### src/rtl/gpio_bank_pkg.sv
package gpio_bank_pkg;
   localparam int unsigned GPIO_W   = 8;
   localparam int unsigned REG_SPAN = 4;

   typedef enum logic [1:0] {
      OFS_DIR  = 2'd0,
      OFS_DOUT = 2'd1,
      OFS_DIN  = 2'd2,
      OFS_MODE = 2'd3
   } gpio_ofs_e;

   function automatic logic [GPIO_W-1:0] pin_mask(int unsigned n);
      if (n >= GPIO_W) return '1;
      return GPIO_W'((1 << n) - 1);
   endfunction
endpackage

### src/rtl/gpio_pin_sync.sv
module gpio_pin_sync #(
   parameter int WIDTH  = 8,
   parameter int STAGES = 2
) (
   input  logic             clk,
   input  logic             rst_n,
   input  logic [WIDTH-1:0] d,
   output logic [WIDTH-1:0] q
);
   logic [WIDTH-1:0] stg [STAGES];

   always_ff @(posedge clk or negedge rst_n) begin
      if (!rst_n) begin
         for (int k = 0; k < STAGES; k++) stg[k] <= '0;
      end else begin
         stg[0] <= d;
         for (int k = 1; k < STAGES; k++) stg[k] <= stg[k-1];
      end
   end

   assign q = stg[STAGES-1];
endmodule

### src/rtl/gpio_bank.sv
module gpio_bank
   import gpio_bank_pkg::*;
#(
   parameter int                ADDR_W = 8,
   parameter logic [ADDR_W-1:0] BASE   = '0,
   parameter int                NPINS  = 8,
   parameter int                SYNC_N = 2
) (
   input  logic              clk,
   input  logic              rst_n,
   input  logic [ADDR_W-1:0] addr,
   input  logic [GPIO_W-1:0] wdata,
   input  logic              we,
   input  logic [GPIO_W-1:0] pin_in,
   output logic [GPIO_W-1:0] rdata,
   output logic [GPIO_W-1:0] oe,
   output logic [GPIO_W-1:0] dout
);
   localparam logic [GPIO_W-1:0] MASK = pin_mask(NPINS);

   logic [ADDR_W-1:0] offs;
   logic              hit;
   gpio_ofs_e         sel;
   logic [GPIO_W-1:0] dir_q, out_q, mode_q, din;
   logic [NPINS-1:0]  sync_q;
   logic              unused_hi;

   assign offs = addr - BASE;
   assign hit  = offs < ADDR_W'(REG_SPAN);
   assign sel  = gpio_ofs_e'(offs[1:0]);

   always_ff @(posedge clk or negedge rst_n) begin
      if (!rst_n) begin
         dir_q  <= '0;
         out_q  <= '0;
         mode_q <= '0;
      end else if (we && hit) begin
         case (sel)
            OFS_DIR:  dir_q  <= wdata & MASK;
            OFS_DOUT: out_q  <= wdata & MASK;
            OFS_MODE: mode_q <= wdata & MASK;
            default:  ;
         endcase
      end
   end

   gpio_pin_sync #(.WIDTH(NPINS), .STAGES(SYNC_N)) i_sync (
      .clk   (clk),
      .rst_n (rst_n),
      .d     (pin_in[NPINS-1:0]),
      .q     (sync_q)
   );

   generate
      if (NPINS < GPIO_W) begin : g_part
         assign din       = {{(GPIO_W-NPINS){1'b0}}, sync_q};
         assign unused_hi = ^pin_in[GPIO_W-1:NPINS];
      end else begin : g_full
         assign din       = sync_q;
         assign unused_hi = 1'b0;
      end
   endgenerate

   always_comb begin
      rdata = '0;
      if (hit) begin
         case (sel)
            OFS_DIR:  rdata = dir_q;
            OFS_DOUT: rdata = out_q;
            OFS_DIN:  rdata = din;
            OFS_MODE: rdata = mode_q;
            default:  rdata = '0;
         endcase
      end
   end

   // push-pull: enable whenever output; open-drain: enable only to pull low
   assign oe   = dir_q & (mode_q | ~out_q);
   assign dout = dir_q & mode_q & out_q;
endmodule

### src/rtl/gpio_bank_regs.sv
module gpio_bank_regs
   import gpio_bank_pkg::*;
#(
   parameter int                      NUM_BANKS = 8,
   parameter int                      ADDR_W    = 8,
   parameter logic [ADDR_W-1:0]       TOP_BASE  = 8'hF0,
   parameter logic [ADDR_W-1:0]       STRIDE    = 8'h10,
   parameter logic [NUM_BANKS*4-1:0]  BANK_PINS = 32'h4858_8886,
   parameter int                      SYNC_N    = 2
) (
   input  logic                        clk,
   input  logic                        rst_n,
   input  logic [ADDR_W-1:0]           bus_addr,
   input  logic [7:0]                  bus_wdata,
   input  logic                        bus_we,
   output logic [7:0]                  bus_rdata,
   input  logic [NUM_BANKS*GPIO_W-1:0] pin_in,
   output logic [NUM_BANKS*GPIO_W-1:0] pin_oe,
   output logic [NUM_BANKS*GPIO_W-1:0] pin_out
);
   logic [GPIO_W-1:0] bank_rd [NUM_BANKS];

   generate
      if (int'(STRIDE) < int'(REG_SPAN)) begin : g_bad_stride
         $error("STRIDE smaller than the register window");
      end
      if (int'(TOP_BASE) < (NUM_BANKS-1)*int'(STRIDE)) begin : g_bad_base
         $error("TOP_BASE too low for NUM_BANKS");
      end
      if (SYNC_N < 2) begin : g_bad_sync
         $error("SYNC_N must be at least 2");
      end

      for (genvar b = 0; b < NUM_BANKS; b++) begin : g_bank
         localparam int                NP     = int'(BANK_PINS[b*4 +: 4]);
         localparam logic [ADDR_W-1:0] BASE_B = ADDR_W'(int'(TOP_BASE) - b*int'(STRIDE));
         if (NP < 1 || NP > int'(GPIO_W)) begin : g_bad_np
            $error("bank pin count out of range");
         end
         gpio_bank #(
            .ADDR_W (ADDR_W),
            .BASE   (BASE_B),
            .NPINS  (NP),
            .SYNC_N (SYNC_N)
         ) i_bank (
            .clk    (clk),
            .rst_n  (rst_n),
            .addr   (bus_addr),
            .wdata  (bus_wdata),
            .we     (bus_we),
            .pin_in (pin_in[b*GPIO_W +: GPIO_W]),
            .rdata  (bank_rd[b]),
            .oe     (pin_oe[b*GPIO_W +: GPIO_W]),
            .dout   (pin_out[b*GPIO_W +: GPIO_W])
         );
      end
   endgenerate

   always_comb begin
      bus_rdata = '0;
      for (int b = 0; b < NUM_BANKS; b++) bus_rdata |= bank_rd[b];
   end
endmodule

### config.mk
export PLATFORM = sky130hd
export DESIGN_NAME = gpio_bank_regs
export DESIGN_NICKNAME = d
export VERILOG_FILES = /design/src/rtl/gpio_bank_pkg.sv /design/src/rtl/gpio_pin_sync.sv /design/src/rtl/gpio_bank.sv /design/src/rtl/gpio_bank_regs.sv
export SDC_FILE = /design/constraint.sdc
export NUM_CORES = 1
export LEC_CHECK = 0
export ABC_CLOCK_PERIOD_IN_PS = 2900
export BUFFER_PORTS_ARGS = -buffer_cell sky130_fd_sc_hd__buf_2
export CAP_MARGIN = 5
export CORE_MARGIN = 4
export CORE_UTILIZATION = 50
export CTS_CLUSTER_SIZE = 30
export DETAILED_ROUTE_END_ITERATION = 8
export PLACE_DENSITY = 0.73
export SYNTH_ARGS = -nofsm -noshare
export SYNTH_HDL_FRONTEND = slang
export SYNTH_SLANG_ARGS = --single-unit
### constraint.sdc
create_clock -name clk -period 2.9 [get_ports clk]
set_input_delay 0.29 -clock clk [delete_from_list [all_inputs] [get_ports clk]]
set_output_delay 0.29 -clock clk [all_outputs]
set_load 0.05 [all_outputs]
==> summary.md, run 1 <==
| Metric | Value |
|---|---|
| Most common cell after layout, fill and taps aside | `dfrtp_1` |
| Fin. max-slew vios | `0` |
| Mapped Cells | `851` |
| Worst EP arrival | `2440 ps` |
| Maximum VDD drop | `0.000418 V` |
| DIE WIDTH | `165 um` |
| Clock Skews | `6.00 ps` |
| RSZ-0062 raised after global routing | `false` |
| Vias per cell | `5.56` |
| Synth Warn # | `0` |
| First-pass DRT Iterations | `5` |
| First-pass GRT wire length | `48300 um` |
| Hold slack | `277 ps` |
| Cell area after layout | `15200 um^2` |
| Gr ovfl total | `0` |
| TritonCTS Buffers | `29` |
| Type of the most critical hold path | `in2reg` |
| Sink Count | `275` |
| GR peak layer | `met2` |
| Setup TNS | `0 ps` |
| Worst-Skew Late Latency | `540 ps` |
| Minimum clock period | `2730 ps` |
| Design Power | `8.68 mW` |
| Total global-route track usage | `0.231` |
| Vias in the first global route | `8484` |
| Status | `completed` |
| Avg Inst Size Synth | `14.5 um^2` |
| Initial antenna violation count | `0` |
| Power Density | `571 nW/um^2` |
| Starting Density | `0.508` |
| Register bit count reported by yosys | `275` |
| PortBufs | `191` |
| Slew @ Worst Pin | `991 ps` |
| CP max FO | `28` |
| Most used DFF post-synth | `dfrtp_1` |
| Routed WL per cell | `21.3 um` |
| Post-synth ARST share | `1.00` |
| CP required | `2610 ps` |
| M1 GR Usage | `0.324` |
| Hpwl dp | `20900 um` |
| Hold Fails Final Rpt | `0` |
| Placer Congestion | `0.834` |
| Clock root cell | `clkbuf_16` |
| Rel. slew slack | `0.338` |
| Commonest non-fill, non-tap cells in the layout | `275 x dfrtp_1, 189 x buf_2, 145 x mux2_2, 70 x and3_1, 61 x inv_1` |
| Final-stage net count | `1200` |
| Sequential element share of the synthesized area | `0.557` |
| Die Y | `165 um` |
| Final wirelength | `31100 um` |
| Mapped cell area | `12300 um^2` |
| Setup crit start kind | `primary input` |
| Via count | `8104` |
| Clock tree buffer depth | `3` |
| Antenna Violating Nets Remaining | `0` |
| Critical path class | `in2out` |
| # setup viols final | `0` |
| DRC | `0` |
| Element type at the critical path end | `output pin` |
| Total leakage power | `7.75 nW` |
| Netlist cell types | `49` |
| Drt initial violations | `487` |
| EDFF count, synth | `0` |
| Period utilization | `0.940` |
| Peak Freq | `0.367 GHz` |
| Area Growth Syn to Fin | `23.2%` |
| I/O pin cnt | `219` |
| Die Area | `27300 um^2` |
| H-Tree Depth | `1` |
| FP Rows | `57` |
| Largest net degree at the start of global routing | `77` |
| Clk pin slew, worst setup/hold paths | `60 ps` |
| Met3 usage | `0.0397` |
| Number of max-cap violations | `0` |
| CTS tree | `done` |
| Layout cell share with drive strength beyond 1 | `0.441` |
| Dpl cell area | `13700 um^2` |
| Global Route met2 Usage | `0.376` |
| Core ar. | `24300 um^2` |
-- Yosys cell counts (7+ instances only) --
cell type | number | area, um^2
mux2_2 | 145 | 1630
inv_1 | 61 | 229
dfrtp_1 | 275 | 6880
mux4_2 | 55 | 1240
o211ai_1 | 7 | 52.6
and3_1 | 70 | 438
o21ai_0 | 11 | 55.1
buf_4 | 19 | 143
a21boi_0 | 55 | 413
buf_2 | 21 | 105
clkbuf_1 | 15 | 56.3
o211a_1 | 12 | 120
mux2_4 | 18 | 270
nand2_1 | 11 | 41.3
-- worst paths after layout --
| check | start | depth (start not counted) | endpoint | slack (ps) |
|---|---|---|---|---|
| max | bus_addr[1] | 6 | bus_rdata[3] | 170 |
| min | bus_wdata[7] | 2 | g_bank[6].i_bank.mode_q[7] | 280 |
| max reg2reg | g_bank[2].i_bank.mode_q[6] | 1 | g_bank[2].i_bank.mode_q[6] | 2070 |
| min reg2reg | g_bank[6].i_bank.i_sync.stg[10] | 0 | g_bank[6].i_bank.i_sync.q[2] | 340 |
| max in group asynchronous | rst_n | 3 | g_bank[0].i_bank.dir_q[4] | 1760 |
| min in group asynchronous | rst_n | 2 | g_bank[7].i_bank.mode_q[3] | 320 |
-- flip-flops by register name, indices dropped and copies added (netlist names) --
name                      cells
g_bank.i_bank.out_q          55
g_bank.i_bank.dir_q          55
g_bank.i_bank.i_sync.stg     55
g_bank.i_bank.i_sync.q       55
g_bank.i_bank.mode_q         55
-- metal layers --
layer / share of wire / wire length, um / up-vias
met1: 0.43 / 13300 / 4205
met4: 0.025 / 787 / 0
met5: 0 / 0 / -
met2: 0.49 / 15100 / 253
li1: - / - / 3595
met3: 0.063 / 1950 / 51
-- through the flow --
step                instances   util  setup WS, ps
floorplan                 868      -         -83.2
global placement         1349  0.563           179
detailed placement       1349  0.563           188
CTS                      1456  0.625           186
global route             1456  0.625          44.7
finish                   1458  0.625           174
-- cells by family (layout without fill, tap and decap cells) --
| group | Yosys count | in the layout | synth area share |
|---|---|---|---|
| AOI/OAI and AO/OA | 108 | 108 | 0.0709 |
| muxes | 220 | 220 | 0.256 |
| adders and majority gates | 5 | 5 | 0.00507 |
| xor gates and xnor gates | 2 | 2 | 0.00142 |
| DFF | 275 | 275 | 0.557 |
| and+or+nand+nor | 121 | 121 | 0.0638 |
| buffers and inverters | 119 | 383 | 0.0448 |
| other | 1 | 20 | 0.000304 |
-- cell type report --
class | instances | area [um^2]
tap | 324 | 405
sequential | 275 | 6880
clock buffer | 44 | 902
antenna | 2 | 5.00
inverter | 62 | 233
fill | 1830 | 9120
timing repair buffer | 270 | 1760
clock inverter | 7 | 37.5
multi-input combinational | 474 | 4970
-- timing repair --
action                                 CTS  global route
endpoints found under the hold margin  121             0
setup buffers                            0             0
hold buffers                            56             0
gates resized for setup                  0             0
-- critical path, stage by stage --
cell      delay (ps)
buf_4            430
buf_4            390
mux4_2           550
a211oi_1         280
nand4_1          190
buf_2            260
-- report_power, final --
group	internal, mW	switching [mW]	total (mW)
sequential	4.03	0.130	4.16
clock	2.12	1.47	3.59
combinational	0.378	0.553	0.931
total	6.53	2.15	8.68
Power figures use the tool's default switching activity.
==> run 2: changes to the inputs <==
ABC_CLOCK_PERIOD_IN_PS = 2440   (was 2900)
PLACE_DENSITY = 0.75   (was 0.73)
clock period = 2.44 ns   (was 2.9 ns; I/O delays follow)
==> summary.md, run 2 (synthesis gave the netlist of run 1 again) <==
| Metric | Value |
|---|---|
| Clk pin slew, worst setup/hold paths | `60 ps (about the same)` |
| CTS tree | `done` |
| Crit path from | `g_bank[1].i_bank.dir_q[0]` |
| # setup viols final | `4 (+4)` |
| Most common cell after layout, fill and taps aside | `dfrtp_1` |
| Maximum VDD drop | `0.000598 V (+43%)` |
| Die Y | `165 um (unchanged)` |
| Placer Congestion | `0.871 (+4.5%)` |
| Element type at the critical path end | `output pin` |
| Slew @ Worst Pin | `671 ps (-320 ps)` |
| Rel. slew slack | `0.550 (+0.212)` |
| Largest net degree at the start of global routing | `61 (-21%)` |
| Worst setup margin | `-61.5 ps (-235 ps)` |
| FF-to-FF End | `g_bank[4].i_bank.mode_q[4]` |
| Period utilization | `1.03` |
| Power Density | `649 nW/um^2 (+14%)` |
| CP max FO | `4 (-86%)` |
| Worst EP arrival | `2260 ps (-180 ps)` |
| Commonest non-fill, non-tap cells in the layout | `275 x dfrtp_1, 182 x buf_2, 145 x mux2_2, 67 x buf_4, 62 x and3_1` |
| Hpwl dp | `21500 um (+2.8%)` |
| PortBufs | `191 (unchanged)` |
| First-pass DRT Iterations | `5 (unchanged)` |
| Depth of the most critical reg-to-reg path | `3 (+2)` |
| Setup crit end | `bus_rdata[0]` |
| Worst reg2reg path startpoint | `g_bank[4].i_bank.mode_q[4]` |
| Via count | `8302 (+2.4%)` |
| Fin util | `0.648 (+0.0230)` |
| Vias in the first global route | `8447 (-0.44%)` |
| Cell Chain, Critical Path | `mux4_2 -> and3b_1 -> o21ai_1 -> nand4_1 -> buf_6` |
| Crit path largest cell delay | `520 ps (-30 ps)` |
| Clock Skews | `11.0 ps (+4.97 ps)` |
| Setup crit start kind | `register` |
| DP Worst Slack | `84.8 ps (-103 ps)` |
| Final Non-Filler Cells | `1507 (+3.4%)` |
| FF-to-FF setup slack | `1430 ps (-640 ps)` |
| RSZ-0062 raised after global routing | `true` |
| Design Power | `10.2 mW (+18%)` |
| Vias per cell | `5.51 (-0.89%)` |
| Core ar. | `24300 um^2 (unchanged)` |
| Starting Density | `0.508 (unchanged)` |
| DRC | `0 (unchanged)` |
| Peak Freq | `0.400 GHz` |
| N_diodes | `0 (-2)` |
| Final-stage net count | `1251 (+4.3%)` |
| Initial antenna violation count | `0 (unchanged)` |
| Status | `finished with violations` |
| Critical path class | `reg2out` |
| Dpl cell area | `13900 um^2 (+1.6%)` |
| DIE WIDTH | `165 um (unchanged)` |
| Gr ovfl total | `0 (unchanged)` |
| Total leakage power | `8.02 nW (+3.4%)` |
| Clock tree buffer depth | `3 (unchanged)` |
| First-pass GRT wire length | `48400 um (about the same)` |
| Fin. max-slew vios | `0 (unchanged)` |
| Number of max-cap violations | `0 (unchanged)` |
| Layout cell share with drive strength beyond 1 | `0.477 (+0.0359)` |
| H-Tree Depth | `1 (unchanged)` |
| Routed WL per cell | `21.1 um (-1.3%)` |
| Minimum clock period | `2500 ps` |
| Cell area after layout | `15800 um^2 (+3.7%)` |
| Setup TNS | `-113 ps (-113 ps)` |
| CP required | `2200 ps (-410 ps)` |
| Antenna Violating Nets Remaining | `0 (unchanged)` |
| I/O pin cnt | `219 (unchanged)` |
| Die Area | `27300 um^2 (unchanged)` |
| Sink Count | `275 (unchanged)` |
| Area Growth Syn to Fin | `27.7%` |
| Drt initial violations | `517 (+6.2%)` |
| Placed cell count | `1364 (+1.1%)` |
| Slowest CP cell | `mux4_2` |
| Type of the most critical hold path | `in2reg` |
| Worst-Skew Late Latency | `550 ps (about the same)` |
| Clock root cell | `clkbuf_16` |
| Failing checks | `setup timing` |
| Hold Startpoint | `bus_wdata[7]` |
| Final wirelength | `31700 um (+2.0%)` |
| Hold Fails Final Rpt | `0 (unchanged)` |
| FP Rows | `57 (unchanged)` |
| Hold slack | `226 ps (-50.9 ps)` |
| TritonCTS Buffers | `28 (-3.4%)` |
| Total global-route track usage | `0.232 (+0.00108)` |
==> run 2: cell count changes in the layout (fill, tap and decap cells not counted), sizes merged <==
| cell | change |
|---|---|
| clkbuf | +1 |
| buf | +52 |
| clkinv | -2 |
| diode | -2 |
==> run 2: layout make-up <==
type | instances | area, um^2
fill | 1760 | 8560
sequential | 275 | 6880
multi-input combinational | 474 | 5100
timing repair buffer | 322 | 2260
clock buffer | 45 | 845
tap | 324 | 405
inverter | 62 | 233
clock inverter | 5 | 38.8
==> run 2: metal layers <==
layer  share of wire  global-route usage  up-vias  wire, um
met5               0                   0        -         0
met4           0.025              0.0590        0       778
met3           0.064              0.0362       52      2020
met2            0.49               0.388      268     15700
met1            0.42               0.321     4300     13200
li1                -                   -     3682         -
==> run 2: how the worst min path moves through the flow <==
stage | end | slack, ps | depth (start not counted)
3_3_place_gp | g_bank[5].i_bank.i_sync.q[3] | 220 | 1
5_1_grt | g_bank[4].i_bank.out_q[6] | 230 | 2
3_5_place_dp | g_bank[5].i_bank.i_sync.q[3] | 220 | 1
2_1_floorplan | g_bank[0].i_bank.dir_q[0] | -50 | 0
4_1_cts | g_bank[3].i_bank.dir_q[7] | 210 | 2
6_report | g_bank[2].i_bank.dir_q[7] | 230 | 2
==> run 2: worst max-delay path, delay by kind of cell (launching register included) <==
kind / cells / cell delay [ps]
DFF: 1 / 400
AOI/OAI and AO/OA: 1 / 140
buffers and inverters: 1 / 220
and+or+nand+nor: 2 / 420
muxes: 1 / 520
==> run 2: power by group <==
part           internal (mW)  total (mW)  switching, mW
Sequential              4.79        4.94          0.146
Clock                   2.36        4.09           1.74
Combinational          0.510        1.20          0.694
Total                   7.66        10.2           2.58
==> run 2: what timing repair did <==
action,CTS,global route
hold buffers,56,0
pin swaps,12,10
gates resized for setup,31,6
setup buffers,29,8
endpoints found under the setup margin,6,8
hold endpoints to repair,110,0
